File: src/rtl/ebig_pkg.sv
package ebig_pkg;

   typedef enum logic [1:0] {
      ST_OPEN   = 2'd0,
      ST_GAP    = 2'd1,
      ST_LAUNCH = 2'd2
   } ebig_state_e;

   localparam logic [1:0] SEL_NONE = 2'b00;
   localparam logic [1:0] SEL_A    = 2'b01;
   localparam logic [1:0] SEL_AB   = 2'b10;
   localparam logic [1:0] SEL_ABC  = 2'b11;

endpackage

File: src/rtl/ebig_prev_rec.sv
module ebig_prev_rec #(
   parameter int AREA_W     = 3,
   parameter bit TRACK_AREA = 1'b1
) (
   input  logic              clk,
   input  logic              rst_n,
   input  logic              upd,
   input  logic [AREA_W-1:0] in_area,
   input  logic              in_write,
   input  logic              in_single,
   output logic              prv_valid,
   output logic [AREA_W-1:0] prv_area,
   output logic              prv_write,
   output logic              prv_single
);

   always_ff @(posedge clk or negedge rst_n) begin
      if (!rst_n) begin
         prv_valid  <= 1'b0;
         prv_write  <= 1'b0;
         prv_single <= 1'b0;
      end else if (upd) begin
         prv_valid  <= 1'b1;
         prv_write  <= in_write;
         prv_single <= in_single;
      end
   end

   generate
      if (TRACK_AREA) begin : g_area
         logic [AREA_W-1:0] area_q;
         always_ff @(posedge clk or negedge rst_n) begin
            if (!rst_n)   area_q <= '0;
            else if (upd) area_q <= in_area;
         end
         assign prv_area = area_q;
      end else begin : g_no_area
         logic unused_area;
         assign unused_area = ^in_area;
         assign prv_area    = '0;
      end
   endgenerate

endmodule

File: src/rtl/ebig_cond_eval.sv
module ebig_cond_eval
   import ebig_pkg::*;
#(
   parameter int AREA_W = 3
) (
   input  logic [1:0]        sel,
   input  logic              cur_ext,
   input  logic [AREA_W-1:0] cur_area,
   input  logic              cur_write,
   input  logic              prv_valid,
   input  logic [AREA_W-1:0] prv_area,
   input  logic              prv_write,
   input  logic              prv_single,
   output logic              need_gap
);

   logic area_diff;
   logic hit_a, hit_b, hit_c;
   logic en_a, en_b, en_c;

   always_comb begin
      area_diff = (cur_area != prv_area);
      hit_a = (!cur_write && !prv_write && area_diff) || prv_single;
      hit_b = !prv_write && cur_write;
      hit_c = prv_write && !cur_write;
      en_a  = (sel != SEL_NONE);
      en_b  = (sel == SEL_AB) || (sel == SEL_ABC);
      en_c  = (sel == SEL_ABC);
      need_gap = cur_ext && prv_valid &&
                 ((en_a && hit_a) || (en_b && hit_b) || (en_c && hit_c));
   end

endmodule

File: src/rtl/ebig_gap_ctr.sv
module ebig_gap_ctr
   import ebig_pkg::*;
#(
   parameter int CNT_W = 2
) (
   input  logic             clk,
   input  logic             rst_n,
   input  logic             req_valid,
   input  logic             req_ext,
   input  logic             need_gap,
   input  logic [CNT_W-1:0] gap_len_m1,
   output logic             grant,
   output logic             start,
   output logic             busy
);

   ebig_state_e      state_q, state_d;
   logic [CNT_W-1:0] cnt_q, cnt_d;

   always_comb begin
      state_d = state_q;
      cnt_d   = cnt_q;
      grant   = 1'b0;
      start   = 1'b0;
      busy    = (state_q == ST_GAP);
      unique case (state_q)
         ST_OPEN: begin
            if (req_valid) begin
               if (req_ext && need_gap) begin
                  state_d = ST_GAP;
                  cnt_d   = gap_len_m1;
               end else begin
                  grant = 1'b1;
                  start = req_ext;
               end
            end
         end
         ST_GAP: begin
            if (cnt_q == '0) state_d = ST_LAUNCH;
            else             cnt_d   = cnt_q - 1'b1;
         end
         ST_LAUNCH: begin
            if (req_valid) begin
               grant   = 1'b1;
               start   = req_ext;
               state_d = ST_OPEN;
            end
         end
         default: state_d = ST_OPEN;
      endcase
   end

   always_ff @(posedge clk or negedge rst_n) begin
      if (!rst_n) begin
         state_q <= ST_OPEN;
         cnt_q   <= '0;
      end else begin
         state_q <= state_d;
         cnt_q   <= cnt_d;
      end
   end

endmodule

File: src/rtl/ebus_idle_gap.sv
module ebus_idle_gap #(
   parameter int NUM_AREAS  = 8,
   parameter int IDLE_CFG_W = 2,
   localparam int AREA_W    = (NUM_AREAS > 1) ? $clog2(NUM_AREAS) : 1
) (
   input  logic                  clk,
   input  logic                  rst_n,
   input  logic [1:0]            cfg_cond_sel,
   input  logic [IDLE_CFG_W-1:0] cfg_idle_cnt,
   input  logic                  req_valid,
   input  logic                  req_ext,
   input  logic [AREA_W-1:0]     req_area,
   input  logic                  req_write,
   input  logic                  req_single_addr,
   output logic                  req_ready,
   output logic                  cyc_start,
   output logic                  idle_busy
);

   localparam bit TRACK_AREA = (NUM_AREAS > 1);

   generate
      if (NUM_AREAS < 1) begin : g_bad_areas
         $error("ebus_idle_gap: NUM_AREAS must be at least 1");
      end
      if (IDLE_CFG_W < 1 || IDLE_CFG_W > 4) begin : g_bad_cnt
         $error("ebus_idle_gap: IDLE_CFG_W must be 1..4");
      end
   endgenerate

   logic              prv_valid, prv_write, prv_single;
   logic [AREA_W-1:0] prv_area;
   logic              need_gap;

   ebig_prev_rec #(
      .AREA_W     (AREA_W),
      .TRACK_AREA (TRACK_AREA)
   ) u_rec (
      .clk        (clk),
      .rst_n      (rst_n),
      .upd        (cyc_start),
      .in_area    (req_area),
      .in_write   (req_write),
      .in_single  (req_single_addr),
      .prv_valid  (prv_valid),
      .prv_area   (prv_area),
      .prv_write  (prv_write),
      .prv_single (prv_single)
   );

   ebig_cond_eval #(
      .AREA_W (AREA_W)
   ) u_eval (
      .sel        (cfg_cond_sel),
      .cur_ext    (req_ext),
      .cur_area   (req_area),
      .cur_write  (req_write),
      .prv_valid  (prv_valid),
      .prv_area   (prv_area),
      .prv_write  (prv_write),
      .prv_single (prv_single),
      .need_gap   (need_gap)
   );

   ebig_gap_ctr #(
      .CNT_W (IDLE_CFG_W)
   ) u_ctr (
      .clk        (clk),
      .rst_n      (rst_n),
      .req_valid  (req_valid),
      .req_ext    (req_ext),
      .need_gap   (need_gap),
      .gap_len_m1 (cfg_idle_cnt),
      .grant      (req_ready),
      .start      (cyc_start),
      .busy       (idle_busy)
   );

endmodule

File: config.mk
export PLATFORM = sky130hd
export DESIGN_NAME = ebus_idle_gap
export DESIGN_NICKNAME = d
export VERILOG_FILES = /design/src/rtl/ebig_pkg.sv /design/src/rtl/ebig_prev_rec.sv /design/src/rtl/ebig_cond_eval.sv /design/src/rtl/ebig_gap_ctr.sv /design/src/rtl/ebus_idle_gap.sv
export SDC_FILE = /design/constraint.sdc
export NUM_CORES = 1
export LEC_CHECK = 0
export BUFFER_PORTS_ARGS = -buffer_cell sky130_fd_sc_hd__buf_2
export CAP_MARGIN = 0
export CORE_AREA = 2 2 39 41
export CTS_CLUSTER_DIAMETER = 100
export DETAILED_ROUTE_END_ITERATION = 12
export DIE_AREA = 0 0 41 43
export PLACE_DENSITY_LB_ADDON = 0.15
export SYNTH_ARGS = -nofsm -noshare
export SYNTH_HDL_FRONTEND = slang
export SYNTH_SLANG_ARGS = --single-unit
export TNS_END_PERCENT = 20
File: constraint.sdc
create_clock -name clk -period 4.3 [get_ports clk]
set_clock_uncertainty 0.1 [all_clocks]
set_input_delay 0.86 -clock clk [delete_from_list [all_inputs] [get_ports clk]]
set_output_delay 0.86 -clock clk [all_outputs]
set_load 0.05 [all_outputs]
==> metrics.md <==
| Metric | Value |
|---|---|
| Clock buffer depth | `2` |
| CP max FO | `6` |
| Num CTS Buffers | `3` |
| Async set-reset flop share out of synthesis | `100%` |
| Tcrit/Tclk final | `69.5%` |
| Seq/Total Area, Yosys | `41.3%` |
| Final setup violation count | `0` |
| Largest net degree at the start of global routing | `11` |
| Met1 Wirelength | `523 um` |
| Met3 WL | `61 um` |
| CTS tree | `done` |
| Reg-to-Reg Start | `u_rec.prv_single$_DFFE_PN0P_` |
| Peak VDD IR | `0.253 mV` |
| 1st-pass router iterations | `3` |
| DP Wirelength | `895 um` |
| Vias | `507` |
| Pre-CTS setup slack | `1.29 ns` |
| DRC viols | `0` |
| # rows | `14` |
| Worst skew pair latency | `0.26 ns` |
| Post-CTS Setup Bufs | `0` |
| Worst slew margin | `77.1%` |
| Final Util | `53.3%` |
| Cell Chain, Critical Path | `buf_2 -> nor3b_2 -> nor4_2 -> a21oi_2 -> buf_2` |
| Overall power | `0.458 mW` |
| Mapped Cells | `55` |
| Root Driver | `clkbuf_4` |
| Starting density of the core | `43.8%` |
| WL met2 | `527 um` |
| Outcome | `finished clean` |
| Initial antenna violation count | `0` |
| Ports | `16` |
| Hold Violations, Final | `0` |
| Data required, critical path | `3.34 ns` |
| Max-cap violations | `0` |
| CP bufs+invs | `2` |
| Most frequent cells in the layout | `buf_2, dfrtp_1, mux2_2, inv_1` |
| RSZ-0062 raised after global routing | `false` |
| Hold Path Class | `in -> async` |
| Layout cells sized above 1 | `40.5%` |
| Placer Congestion | `0.733` |
| End of the worst register-to-register path | `u_rec.prv_area[2]$_DFFE_PN0P_` |
| Starting DRT DRC Count | `7` |
| Hold-fix buffers, CTS | `0` |
| Slowest-stage cell, CP | `buf_2` |
| GRT Util Overall | `14.6%` |
| Die Height | `43 um` |
| Leakage | `0.322 nW` |
| Syn nets | `69` |
| Yosys cell types | `30` |
| Setup crit start kind | `input pin` |
| Crit. End Element | `output pin` |
| Vias in the first global route | `446` |
| Sink Count | `10` |
| Crit Path Category | `in -> out` |
| Synth warn | `0` |
| Fmax | `0.335 GHz` |
| Worst Tran Pin Value | `0.343 ns` |
| Reg clk slew, reported paths | `0.07 ns` |
| Most common cell after layout, fill and taps aside | `buf_2` |
| Worst reg2reg setup slack | `2.57 ns` |
| Most used cell, CP | `buf_2` |
| Power per cell area | `621 nW/um^2` |
| Drt total wl | `1.12 mm` |
| Post-route ant nets | `0` |
| First-pass GRT wire length | `1.75 mm` |
| Total grt overflow | `0` |
| Hold WS | `0.338 ns` |
| Die area | `1760 sq um` |
| Final nets | `89` |
| Uppermost layer routed | `met4` |
| Vias per Instance | `5.63` |
| Core box area | `1380 sq um` |
| Setup TNS | `0 ns` |
| Fill count | `131` |
| Layout overhead on the synthesized area | `21.7%` |
| FF+latch count, synth | `10` |
| Post-synth EDFFs | `0` |
| Worst setup margin | `1.31 ns` |
| Slew Limit Fails | `0` |
| Syn_area_per_cell | `11.0 sq um` |
| Crit path DAT | `2.03 ns` |
| Crit-path leading delay family | `buffers and inverters` |
| WL/cell | `12.5 um` |
| Minimum clock period | `2.99 ns` |
| Post_cts resized | `0` |
| Main flop type after synthesis | `dfrtp_1` |
| ANT cells | `0` |
| Synthesized area | `606 sq um` |
| Port buffer count | `15` |
| Slowest stage delay, CP | `0.33 ns` |
| Reg2reg path depth | `4` |
| Die X | `41 um` |
| H-tree depth | `1` |
==> metrics by stage <==
stage               cells  instance area, sq um
floorplan              55                   606
global placement       86                   701
detailed placement     86                   701
CTS                    90                   737
global route           90                   737
finish                 90                   737
==> metal layers <==
metal / track usage (%) / up-vias
met5: 0 / -
met4: 8.00 / 0
met3: 4.71 / 2
met2: 21.6 / 10
met1: 18.1 / 241
li1: - / 254
==> report_power, final <==
part	internal (mW)	switching (mW)	total (mW)
Clock	0.0513	0.0339	0.0853
Sequential	0.133	0.0294	0.163
Combinational	0.0991	0.111	0.210
==> layout make-up <==
| type | count | area, sq um | share of cell area, % |
|---|---|---|---|
| Multi-Input combinational cell | 41 | 340 | 46.2 |
| Inverter | 4 | 15.0 | 2.04 |
| Timing Repair Buffer | 15 | 75.1 | 10.2 |
| Tap cell | 16 | 20.0 | 2.72 |
| Sequential cell | 10 | 250 | 34.0 |
| Clock buffer | 4 | 36.3 | 4.92 |
==> cells by family (layout without fill, tap and decap cells) <==
family	Yosys count	in the layout	share of synthesized area (%)
simple gates	17	17	18.8
flops	10	10	41.3
buf+inv	4	23	2.48
fa+ha+maj	1	1	2.07
mux	5	5	9.30
compound gates	15	15	21.7
xor+xnor	3	3	4.34
==> worst max path at each step <==
stage,startpoint,to,slack (ns),depth (start not counted)
after floorplan,req_area[1],req_ready,1.15,4
after global placement,cfg_cond_sel[1],cyc_start,1.32,5
after detailed placement,cfg_cond_sel[1],cyc_start,1.29,5
after CTS,cfg_cond_sel[1],cyc_start,1.29,5
after global routing,req_area[1],cyc_start,1.23,5
final,cfg_cond_sel[1],cyc_start,1.31,5
==> flip-flops by register name, indices dropped and copies added (netlist names) <==
register / flops
u_rec.prv_area: 3
u_ctr.cnt_q: 2
u_ctr.state_q: 2
u_rec.prv_single: 1
u_rec.prv_valid: 1
u_rec.prv_write: 1
==> synth_stat cells (2+ instances only) <==
cell type | n | share of area, %
o22a_1 | 3 | 4.3
xnor2_1 | 3 | 4.3
nand2_1 | 3 | 1.9
nand4b_1 | 2 | 2.9
nor2_1 | 3 | 1.9
dfrtp_1 | 10 | 41
mux2_2 | 5 | 9.3
inv_1 | 4 | 2.5
Note: power is estimated with default switching activity, not from simulation.
